[src/rtl/doorbell_pkg.sv]
// Package: shared defaults and the next-state rule for the doorbell vector.
// Assumes: callers pass vectors no wider than DB_MAX_W bits.
package doorbell_pkg;
    localparam int DB_DEFAULT_W = 16;
    localparam int DB_MAX_W     = 64;

    // Next vector: a host read empties the vector first, then the write's bits are ORed in.
    function automatic logic [DB_MAX_W-1:0] db_next(
        input logic [DB_MAX_W-1:0] cur,
        input logic                clr,
        input logic                set_en,
        input logic [DB_MAX_W-1:0] set_bits
    );
        logic [DB_MAX_W-1:0] base;
        base = clr ? '0 : cur;
        return set_en ? (base | set_bits) : base;
    endfunction
endpackage

[src/rtl/doorbell_accum.sv]
// Module: doorbell_accum
// Holds the doorbell vector. Local writes can only set bits. Host reads can only clear them.
// Assumes: clr and set may arrive in the same cycle; the set bits then survive.
module doorbell_accum
    import doorbell_pkg::*;
#(
    parameter int VEC_W = DB_DEFAULT_W
) (
    input  logic             clk,
    input  logic             rst_n,
    input  logic             set_en,
    input  logic [VEC_W-1:0] set_bits,
    input  logic             clr,
    output logic [VEC_W-1:0] bell
);
    localparam int PAD_W = DB_MAX_W - VEC_W;

    logic [VEC_W-1:0] bell_q;
    logic [DB_MAX_W-1:0] next_wide;

    // Work out the next vector with the shared set/clear rule.
    always_comb begin
        next_wide = db_next({{PAD_W{1'b0}}, bell_q}, clr, set_en, {{PAD_W{1'b0}}, set_bits});
    end

    // Vector register, cleared by reset.
    always_ff @(posedge clk) begin
        if (!rst_n) bell_q <= '0;
        else        bell_q <= next_wide[VEC_W-1:0];
    end

    assign bell = bell_q;

    // without a clear, every bit that was set stays set.
    a_r2_sticky: assert property (@(posedge clk) disable iff (!rst_n)
        !clr |=> ((bell_q & $past(bell_q)) == $past(bell_q)));

    // after a clear, only the bits written in the same cycle remain.
    a_r5_clear_keeps_new: assert property (@(posedge clk) disable iff (!rst_n)
        clr |=> (bell_q == ($past(set_en) ? $past(set_bits) : '0)));

    // a write of zeros with no clear leaves the vector unchanged.
    a_r8_zero_write: assert property (@(posedge clk) disable iff (!rst_n)
        (!clr && (!set_en || set_bits == '0)) |=> $stable(bell_q));
endmodule

[src/rtl/doorbell_rd_port.sv]
// Module: doorbell_rd_port
// Captures the vector into a holding register when its port is read.
// Assumes: any side effect of the read, such as a clear, is handled by the vector's owner.
module doorbell_rd_port #(
    parameter int VEC_W = 16
) (
    input  logic             clk,
    input  logic             rst_n,
    input  logic             rd_en,
    input  logic [VEC_W-1:0] bell,
    output logic [VEC_W-1:0] rd_data
);
    // Holding register, loaded on a read and kept otherwise.
    always_ff @(posedge clk) begin
        if (!rst_n)     rd_data <= '0;
        else if (rd_en) rd_data <= bell;
    end

    // a read returns the vector as it stood before the edge.
    a_r4_capture: assert property (@(posedge clk) disable iff (!rst_n)
        rd_en |=> (rd_data == $past(bell)));

    // without a read, the returned data holds.
    a_r9_hold: assert property (@(posedge clk) disable iff (!rst_n)
        !rd_en |=> $stable(rd_data));
endmodule

[src/rtl/doorbell_irq.sv]
// Module: doorbell_irq
// Raises the host request while any doorbell bit is set, unless the request is disabled.
// Assumes: the disable input is synchronous to clk; the output is combinational.
module doorbell_irq #(
    parameter int VEC_W = 16
) (
    input  logic [VEC_W-1:0] bell,
    input  logic             irq_off,
    output logic             irq
);
    // OR-reduce the vector and gate it with the disable input.
    always_comb begin
        irq = (|bell) && !irq_off;
    end
endmodule

[src/rtl/doorbell_mailbox.sv]
// Module: doorbell_mailbox (top)
// A doorbell shared by a local processor, which sets bits, and a host, which clears them by reading.
// Assumes: single clock domain, synchronous active-low reset, reads return data one cycle later.
module doorbell_mailbox
    import doorbell_pkg::*;
#(
    parameter int VEC_W = DB_DEFAULT_W
) (
    input  logic             clk,
    input  logic             rst_n,
    input  logic             loc_wr_en,
    input  logic [VEC_W-1:0] loc_wr_data,
    input  logic             loc_rd_en,
    output logic [VEC_W-1:0] loc_rd_data,
    input  logic             host_rd_en,
    output logic [VEC_W-1:0] host_rd_data,
    input  logic             irq_off,
    output logic             host_irq
);
    logic [VEC_W-1:0] bell;

    // Vector storage: set from the local side, cleared by host reads.
    doorbell_accum #(.VEC_W(VEC_W)) u_accum (
        .clk(clk), .rst_n(rst_n),
        .set_en(loc_wr_en), .set_bits(loc_wr_data),
        .clr(host_rd_en), .bell(bell)
    );

    // Local read port, with no side effect.
    doorbell_rd_port #(.VEC_W(VEC_W)) u_loc_rd (
        .clk(clk), .rst_n(rst_n), .rd_en(loc_rd_en), .bell(bell), .rd_data(loc_rd_data)
    );

    // Host read port; the clear is applied inside the vector storage.
    doorbell_rd_port #(.VEC_W(VEC_W)) u_host_rd (
        .clk(clk), .rst_n(rst_n), .rd_en(host_rd_en), .bell(bell), .rd_data(host_rd_data)
    );

    // Interrupt request toward the host.
    doorbell_irq #(.VEC_W(VEC_W)) u_irq (
        .bell(bell), .irq_off(irq_off), .irq(host_irq)
    );

    // a clearing host read with no write beside it drops the request.
    a_r6_irq_drop: assert property (@(posedge clk) disable iff (!rst_n)
        (host_rd_en && !loc_wr_en) |=> !host_irq);

    // the disable input always holds the request low.
    a_r7_irq_off: assert property (@(posedge clk) disable iff (!rst_n)
        irq_off |-> !host_irq);

    // a nonzero write with no clear raises the request when it is not disabled.
    a_r6_irq_rise: assert property (@(posedge clk) disable iff (!rst_n)
        (loc_wr_en && loc_wr_data != '0 && !irq_off) |=> (host_irq || irq_off));

    // a local read alone leaves the vector unchanged.
    a_r3_local_read_clean: assert property (@(posedge clk) disable iff (!rst_n)
        (loc_rd_en && !host_rd_en && !loc_wr_en) |=> $stable(bell));
endmodule

[config.mk]
export PLATFORM = sky130hd
export DESIGN_NAME = doorbell_mailbox
export DESIGN_NICKNAME = d
export VERILOG_FILES = /design/src/rtl/doorbell_pkg.sv /design/src/rtl/doorbell_accum.sv /design/src/rtl/doorbell_rd_port.sv /design/src/rtl/doorbell_irq.sv /design/src/rtl/doorbell_mailbox.sv
export SDC_FILE = /design/constraint.sdc
export NUM_CORES = 1
export LEC_CHECK = 0
export BUFFER_PORTS_ARGS = -buffer_cell sky130_fd_sc_hd__buf_2
export CORE_UTILIZATION = 46
export CTS_CLUSTER_SIZE = 8
export DETAILED_ROUTE_END_ITERATION = 16
export PLACE_DENSITY = 0.8
export SLEW_MARGIN = 0
export SYNTH_ARGS = -nofsm -noshare
export SYNTH_HDL_FRONTEND = slang
export SYNTH_SLANG_ARGS = --single-unit
[constraint.sdc]
create_clock -name clk -period 0.8 [get_ports clk]
set_input_delay 0.04 -clock clk [delete_from_list [all_inputs] [get_ports clk]]
set_output_delay 0.04 -clock clk [all_outputs]
set_load 0.03 [all_outputs]
==> qor.txt, run 1 <==
Status -> complete, but fails checks
Failing checks -> setup timing
Grt total ovfl -> 0
Core ar. -> 0.00400 mm²
# nets final -> 291
Syn_area_per_cell -> 10.7 µm²
Pwr dens -> 1630 mW/mm²
H-tree Lvls -> 2
F_max -> 737 MHz
Total die area -> 0.00442 mm²
Tcrit/Tclk final -> 170%
Syn. warnings -> 0
Skew-Pair Late Insertion Delay -> 0.31 ns
Synth top area share -> 50.2%
Synth area leaders -> dfxtp_1, mux2i_1, nor2b_1
Crit path DAT -> 1.32 ns
P_leak -> 0.00132 µW
Final core occ -> 76.3%
Final wirelength -> 4.88 mm
Cell area after synthesis -> 0.00191 mm²
CTS tree -> yes
Placed inst area -> 0.00236 mm²
Avg WL per Cell -> 15.3 µm
Worst-path clk slew -> 0.08 ns
Die height -> 66.5 µm
Antenna cells -> 0
Setup ws final -> -0.556 ns
DRC viols -> 0
Clk buf depth -> 2
TNS Setup -> -1.25 ns
Post-Syn Instances -> 178
Tmin final -> 1.36 ns
Post-DRT Antenna Nets -> 0
Routed vias/inst -> 4.94
Commonest non-fill, non-tap cells in the layout -> buf_6, dfxtp_2, nor2b_1
Synth Net Count -> 200
Relative slew slack -> 79.5%
Count of unique library cells instantiated by Yosys -> 13
Largest net degree at the start of global routing -> 49
Max Cap Violations -> 0
Global placement routability congestion -> 0.749
Clock root buffer -> clkbuf_8
# setup viols final -> 40
Initial antenna violation count -> 0
Setup Skew -> 0.00836 ns
GRT Util Overall -> 21.6%
RSZ-0062 raised after global routing -> true
Initial Utilization -> 47.8%
DR vias -> 1582
Die Width -> 66.5 µm
Worst Hold Class -> in2reg
CP startpoint kind -> register
Detail Placement HPWL -> 2.71 mm
Row Count -> 23
Endpoint class of the critical path -> primary output
I/O pins -> 55
Kind of critical path -> reg2out
FF/Latch Area -> 0.00103 mm²
First-pass GRT wire length -> 6.90 mm
Number of fill cells in the layout -> 226
Design area -> 0.00305 mm²
Layout area overhead -> 59.5%
Sequential fraction of the synthesis area -> 50.2%
Port bufs -> 54
Cts bufs inserted -> 5
Final Max Slew Viols -> 0
Commonest non-fill, non-tap cell in the layout -> buf_6
Multi-input gate area in the final layout -> 930 µm²
Yosys top cell by area -> dfxtp_1
Crit path max fanout -> 2
Req. time, crit path -> 0.76 ns
CTS Sinks -> 48
Post-synthesis register bit count -> 48
Share of cells above drive strength 1 -> 53.7%
Slew of the pin with the lowest slew margin -> 0.308 ns
Drt first pass iters -> 4
Fin. Hold Viols -> 0
Vias in the first global route -> 1452
Maximum vdd drop -> 1.22 mV
DRT iter0 DRCs -> 87
## through the flow
step	instances	setup WS [ns]	total power [µW]	hold slack, ns
after global routing	320	-0.590	5180	0.125
after global placement	289	-0.235	3260	0.298
after CTS	316	-0.516	4920	0.119
after floorplan	178	-0.117	3040	0.141
final	320	-0.556	4990	0.117
after detailed placement	289	-0.253	3280	0.296
## cells in the mapped netlist, drive strengths merged
cell    count
buf        10
mux2i      32
nand2b     16
nor4        4
a21boi     16
clkbuf      3
a41oi       1
nand2      16
nor2b      32
dfxtp      48
## power by group
group / internal, µW / leakage, µW / switching [µW]
clock: 706 / 0.0000455 / 784
sequential: 2500 / 0.000413 / 92.0
combinational: 502 / 0.000864 / 404
total: 3710 / 0.00132 / 1280
## final cells by class
class,instances,share of cell area (%)
Multi-Input combinational cell,117,30.5
Tap cell,50,2.05
Clock buffer,8,2.95
Sequential cell,48,33.6
Timing Repair Buffer,97,30.9
## kinds of logic after synthesis
family          count (synthesis)  share of synthesized area (%)
compound gates                 17                           6.74
simple gates                   68                           20.1
flops                          48                           50.2
buf+inv                        13                           6.15
mux                            32                           16.7
## worst max-delay path, stage by stage, from the launching register on
cell     delay [ns]
dfxtp_2        0.34
nor4_4         0.33
a41oi_2        0.17
buf_6          0.17
## per-layer routing
layer,wire (µm),part of all wire [%],track usage (%)
met1,2210,45,26.8
met2,2260,46,34.9
met3,188,3.9,5.99
met4,222,4.5,9.04
met5,0,0,0
## sequential cells by signal, indices dropped and copies added, names as in the netlist
register	flops
u_loc_rd.rd_data	16
u_accum.bell	16
u_host_rd.rd_data	16
## path summary, 6_finish.rpt
check / slack (ns) / endpoint / start / cells past startpoint
max: -0.56 / host_irq / u_accum.bell[7] / 3
min: 0.12 / u_accum.bell[0] / loc_wr_en / 3
max reg2reg: -0.05 / u_accum.bell[6] / u_accum.bell[6] / 3
min reg2reg: 0.52 / u_loc_rd.rd_data[6] / u_loc_rd.rd_data[6] / 2
## timing repair
item                                    CTS  global route
hold buffers                             16             0
setup buffers                             3             5
gates resized for setup                 109            28
endpoints found under the hold margin    16             0
endpoints found under the setup margin   34            71
pin swaps                                 3             5
No activity file was read; power rests on OpenSTA's default activity.
==> run 2: changes to the inputs <==
==> constraint.sdc (replaced) <==
create_clock -name clk -period 0.8 [get_ports clk]
set_input_delay 0.08 -clock clk [delete_from_list [all_inputs] [get_ports clk]]
set_output_delay 0.08 -clock clk [all_outputs]
set_load 0.03 [all_outputs]
==> run 2 against run 1 <==
- the flow still finishes with violations (setup timing)
- flip-flop and latch count did not move
- core utilization shrank 5.1 points
- combinational power shrank 11%
- register-to-register slack about the same
- first-iteration DRC count shrank 17%
- final area shrank 6.7%
- die area is the same
- hold slack lost 0.11 ns
- total power is 1.2% lower
- clock power increased by 3%
- sequential power barely moved
- maximum frequency rose by 0.17%
- critical path type unchanged
==> qor.txt, run 2 (synthesis gave the netlist of run 1 again) <==
Clk buf depth -> 2 (unchanged)
First-pass GRT wire length -> 6.33 mm (-8.2%)
PnR Total Power -> 4930 µW (-1.2%)
F_max -> 739 MHz (+0.17%)
RSZ-0062 raised after global routing -> true
Setup Skew -> 0.0103 ns (+0.00198 ns)
CTS tree -> yes
Die height -> 66.5 µm (unchanged)
Grt total ovfl -> 0 (unchanged)
Crit path cell chain -> nor4_4 -> a41oi_2 -> buf_6
Hold Path End -> u_accum.bell[2]
Fin. Hold Viols -> 0 (unchanged)
I/O pins -> 55 (unchanged)
Antenna cells -> 0 (unchanged)
Slew of the pin with the lowest slew margin -> 0.311 ns (+0.00353 ns)
Die Width -> 66.5 µm (unchanged)
DRT iter0 DRCs -> 72 (-17%)
# nets final -> 275 (-5.5%)
Commonest non-fill, non-tap cell in the layout -> dfxtp_2
Clock root buffer -> clkbuf_8
Final wirelength -> 4.47 mm (-8.4%)
Total die area -> 0.00442 mm² (unchanged)
Crit path max fanout -> 2 (unchanged)
Layout area overhead -> 48.7%
Final Max Slew Viols -> 0 (unchanged)
DRC viols -> 0 (unchanged)
Endpoint class of the critical path -> primary output
Setup ws final -> -0.554 ns (+0.00228 ns)
Global placement routability congestion -> 0.768 (+2.5%)
R2r setup slk -> -0.05 ns (about the same)
Kind of critical path -> reg2out
Initial Utilization -> 47.8% (unchanged)
Port bufs -> 54 (unchanged)
R2r startpoint -> u_accum.bell[9]
Reg2reg path depth -> 3 (unchanged)
CTS Sinks -> 48 (unchanged)
Pwr dens -> 1730 mW/mm² (+5.9%)
Post-DRT Antenna Nets -> 0 (unchanged)
P_leak -> 0.00125 µW (-5.2%)
Routed vias/inst -> 4.88 (-1.4%)
TNS Setup -> -2.46 ns (-1.21 ns)
DR vias -> 1482 (-6.3%)
Hold Crit Start -> loc_wr_data[2]
Vias in the first global route -> 1337 (-7.9%)
Drt first pass iters -> 4 (unchanged)
CP startpoint kind -> register
Worst path slowest cell -> dfxtp_2
Req. time, crit path -> 0.72 ns (-0.04 ns)
Core ar. -> 0.00400 mm² (unchanged)
Initial antenna violation count -> 0 (unchanged)
Commonest non-fill, non-tap cells in the layout -> dfxtp_2, buf_6, mux2i_1, nor2b_1, buf_2
Skew-Pair Late Insertion Delay -> 0.31 ns (about the same)
Crit path DAT -> 1.27 ns (-0.05 ns)
Status -> complete, but fails checks
Worst Hold Class -> in2reg
Largest net degree at the start of global routing -> 49 (unchanged)
Detail Placement HPWL -> 2.65 mm (-2.1%)
Relative slew slack -> 79.2% (-0.24 points)
Cts bufs inserted -> 5 (unchanged)
Share of cells above drive strength 1 -> 55.1% (+1.4 points)
Critical Path Max Stage Delay -> 0.35 ns (about the same)
H-tree Lvls -> 2 (unchanged)
Worst-path clk slew -> 0.09 ns (about the same)
GRT Util Overall -> 19.3% (-2.3 points)
Row Count -> 23 (unchanged)
Tcrit/Tclk final -> 169% (-0.28 points)
Avg WL per Cell -> 14.7 µm (-3.5%)
WHS Path Cells -> 3 (unchanged)
Tmin final -> 1.35 ns (-0.00228 ns)
Max Cap Violations -> 0 (unchanged)
Failing checks -> setup timing
# setup viols final -> 36 (-10%)
Maximum vdd drop -> 1.05 mV (-14%)
Reg2reg end -> u_host_rd.rd_data[9]
==> run 2: changes by cell type in the layout (fill, tap and decap cells not counted), sizes merged <==
| cell | previous run | this run |
|---|---|---|
| buf | 81 | 80 |
| clkinvlp | 0 | 1 |
| dlygate4sd3 | 16 | 1 |
| clkbuf | 8 | 7 |
==> run 2: critical path, delay by kind of cell, from the launching register on <==
kind / cells / cell delay [ns]
AO/OA/AOI/OAI: 1 / 0.16
buffers and inverters: 1 / 0.16
flip-flops: 1 / 0.35
AND/OR/NAND/NOR: 1 / 0.29
==> run 2: through the flow <==
step / util, % / hold slack (ns) / setup slack [ns] / cells / area, µm²
2_1_floorplan: - / 0.215 / -0.157 / 178 / 1950
5_1_grt: 71.1 / -0.00113 / -0.600 / 304 / 2850
6_report: 71.1 / 0.00823 / -0.554 / 304 / 2850
4_1_cts: 69.6 / 0.00137 / -0.567 / 302 / 2780
3_3_place_gp: 59.3 / 0.337 / -0.277 / 290 / 2370
3_5_place_dp: 59.3 / 0.330 / -0.270 / 290 / 2370
==> run 2: repair_timing <==
action | 4_1_cts | 5_1_grt
endpoints found under the hold margin | 1 | 0
setup endpoints to repair | 33 | 65
setup buffers | 3 | 2
hold buffers | 1 | 0
resized for setup | 105 | 19
gates cloned | 0 | 0
pin swaps | 3 | 1
==> run 2: power breakdown <==
| group | switching, µW | total, µW | internal [µW] | leakage, µW |
|---|---|---|---|---|
| clock | 824 | 1530 | 703 | 0.0000445 |
| sequential | 91.3 | 2590 | 2500 | 0.000413 |
| combinational | 369 | 806 | 437 | 0.000797 |
==> run 2: worst max path at each step <==
stage,slack (ns),cells after the start,to,startpoint
2_1_floorplan,-0.16,2,host_irq,u_accum.bell[14]
3_3_place_gp,-0.28,3,host_irq,u_accum.bell[13]
3_5_place_dp,-0.27,3,host_irq,u_accum.bell[6]
4_1_cts,-0.57,3,host_irq,u_accum.bell[13]
5_1_grt,-0.60,3,host_irq,u_accum.bell[13]
6_report,-0.55,3,host_irq,u_accum.bell[7]
==> run 2: cell type report <==
class,count,area (µm²)
clock inverters,1,7.51
clock buffers,7,86.3
multi-input cells,117,902
well taps,50,62.6
repair buffers,81,766
fillers,278,1150
flip-flops and latches,48,1020
==> run 2: layer usage <==
layer | GRT usage, % | share of wire (%)
met5 | 0 | 0
met4 | 7.98 | 1.6
met3 | 4.62 | 3.1
met2 | 29.2 | 50
met1 | 26.2 | 45
==> run 3: changes to the inputs <==
==> constraint.sdc (replaced) <==
create_clock -name clk -period 0.8 [get_ports clk]
set_input_delay 0.12 -clock clk [delete_from_list [all_inputs] [get_ports clk]]
set_output_delay 0.12 -clock clk [all_outputs]
set_load 0.03 [all_outputs]
==> run 3 against run 2 <==
- the flow still finishes with violations (setup timing)
- via count did not move
- wire length fell by 4.2%
- count of clock-buffer cells in the layout fell by 2
- clock power fell by 6%
- combinational power barely moved
- sequential power barely moved
- register-to-register slack improved by 0.02 ns
- clock skew rose by 0.0019 ns
- flip-flop and latch count did not move
- non-clock buffer count rose by 1
- highest routed layer unchanged
==> qor.txt, run 3 (synthesis gave the netlist of run 1 again) <==
CTS Sinks -> 48 (unchanged)
Final wirelength -> 4.28 mm (-4.2%)
Setup Skew -> 0.0122 ns (+0.00185 ns)
Detail Placement HPWL -> 2.74 mm (+3.5%)
Reg2reg path depth -> 3 (unchanged)
# nets final -> 276 (+0.36%)
Fin. Hold Viols -> 0 (unchanged)
Worst Hold Margin -> 0.0453 ns (+0.0370 ns)
Req. time, crit path -> 0.68 ns (-0.04 ns)
Initial Utilization -> 47.8% (unchanged)
R2r setup slk -> -0.03 ns (+0.02 ns)
Critical Path Max Stage Delay -> 0.35 ns (about the same)
Relative slew slack -> 79.6% (+0.33 points)
Share of cells above drive strength 1 -> 56.1% (+0.96 points)
Post-CTS Hold Buffers -> 0 (-1)
Worst-path clk slew -> 0.09 ns (about the same)
Cts bufs inserted -> 5 (unchanged)
Grt total ovfl -> 0 (unchanged)
Hold Crit Start -> loc_wr_data[7]
Number of fill cells in the layout -> 256 (-7.9%)
Tmin final -> 1.39 ns (+0.0410 ns)
DRT iter0 DRCs -> 53 (-26%)
Vias in the first global route -> 1422 (+6.4%)
Crit path max fanout -> 2 (unchanged)
Reg2reg end -> u_loc_rd.rd_data[14]
R2r startpoint -> u_accum.bell[14]
Maximum vdd drop -> 1.21 mV (+15%)
Slew of the pin with the lowest slew margin -> 0.307 ns (-0.00494 ns)
Die Width -> 66.5 µm (unchanged)
Worst path slowest cell -> dfxtp_2
Design area -> 0.00287 mm² (+0.84%)
Top delay family on crit path -> flip-flops
Commonest non-fill, non-tap cell in the layout -> buf_6
Max Cap Violations -> 0 (unchanged)
CP startpoint kind -> register
# setup viols final -> 35 (-2.8%)
Hold Path End -> u_accum.bell[7]
FF/Latch Area -> 0.00102 mm² (+0.24%)
Commonest non-fill, non-tap cells in the layout -> buf_6, dfxtp_2, mux2i_1, nor2b_1, buf_2
Skew-Pair Late Insertion Delay -> 0.31 ns (about the same)
First-pass GRT wire length -> 6.51 mm (+2.8%)
Crit path buf inv count -> 1 (unchanged)
Placed inst area -> 0.00237 mm² (unchanged)
Clk buf depth -> 2 (unchanged)
DR vias -> 1482 (unchanged)
GRT Util Overall -> 20.0% (+0.62 points)
Setup ws final -> -0.595 ns (-0.0410 ns)
Avg WL per Cell -> 14.0 µm (-4.6%)
Crit path cell chain -> nor4_4 -> a41oi_2 -> buf_6
Antenna cells -> 0 (unchanged)
P_leak -> 0.00127 µW (+1.2%)
Failing checks -> setup timing
RSZ-0062 raised after global routing -> true
Routed vias/inst -> 4.86 (-0.33%)
Largest net degree at the start of global routing -> 49 (unchanged)
CTS tree -> yes
Kind of critical path -> reg2out
H-tree Lvls -> 2 (unchanged)
Die height -> 66.5 µm (unchanged)
F_max -> 717 MHz (-2.9%)
Worst Hold Class -> in2reg
Pwr dens -> 1690 mW/mm² (-2.7%)
I/O pins -> 55 (unchanged)
Post-DRT Antenna Nets -> 0 (unchanged)
Drt first pass iters -> 5 (+1)
Final core occ -> 71.7% (+0.59 points)
Clock root buffer -> clkbuf_8
Core ar. -> 0.00400 mm² (unchanged)
WHS Path Cells -> 3 (unchanged)
Final Max Slew Viols -> 0 (unchanged)
Endpoint class of the critical path -> primary output
DRC viols -> 0 (unchanged)
Layout area overhead -> 50.0%
Row Count -> 23 (unchanged)
Port bufs -> 54 (unchanged)
Global placement routability congestion -> 0.745 (-2.9%)
Status -> complete, but fails checks
Tcrit/Tclk final -> 174% (+5.1 points)
Multi-input gate area in the final layout -> 902 µm² (unchanged)
Total die area -> 0.00442 mm² (unchanged)
Crit path DAT -> 1.27 ns (about the same)
Initial antenna violation count -> 0 (unchanged)
PnR Total Power -> 4830 µW (-1.9%)
==> run 3: changes by cell type in the layout (fill, tap and decap cells not counted) <==
cell           change
clkinv_4           +1
dlygate4sd3_1      -1
buf_4              -4
buf_6              +6
clkbuf_8           -1
dfxtp_4            +1
clkbuf_1           -1
clkinv_2           +2
clkinvlp_4         -1
dfxtp_2            -1
==> run 3: metrics by stage <==
step                setup WS [ns]  cells  TNS, ns
global placement           -0.312    290   -0.312
global route               -0.644    305    -4.76
CTS                        -0.611    303    -3.80
floorplan                  -0.197    178   -0.197
finish                     -0.595    305    -3.75
detailed placement         -0.313    290   -0.315
==> run 3: worst min-delay path, stage by stage <==
cell and delay, ns:
buf_2 0.10, nand2_1 0.05, a21boi_1 0.05
==> run 3: where the power goes <==
group,switching [µW],leakage [µW],internal [µW]
registers,89.3,0.000413,2500
logic,363,0.000808,446
clock network,826,0.0000479,610
==> run 3: worst max-delay path by stage <==
stage                      from  endpoint  slack, ns  cells past startpoint
5_1_grt        u_accum.bell[14]  host_irq      -0.64                      3
2_1_floorplan  u_accum.bell[14]  host_irq      -0.20                      2
6_report       u_accum.bell[14]  host_irq      -0.59                      3
3_3_place_gp   u_accum.bell[13]  host_irq      -0.31                      3
3_5_place_dp    u_accum.bell[6]  host_irq      -0.31                      3
4_1_cts         u_accum.bell[5]  host_irq      -0.61                      3
==> run 3: cell type report <==
cell class	instances	share of cell area, %
well taps	50	2.18
flip-flops and latches	48	35.7
clock buffers	5	2.40
repair buffers	82	27.6
multi-input cells	117	31.4
clock inverters	3	0.654
==> run 3: metal layers <==
layer	up-vias	global-route usage, %	wire length (µm)
li1	737	-	-
met1	700	24.2	1900
met4	0	9.84	105
met5	-	0	0
met2	35	32.5	2120
met3	10	5.14	157
==> run 3: what timing repair did <==
item | 4_1_cts | 5_1_grt
pin swaps | 2 | 5
buffers inserted | 5 | 2
gates resized for setup | 101 | 30
endpoints found under the setup margin | 33 | 62
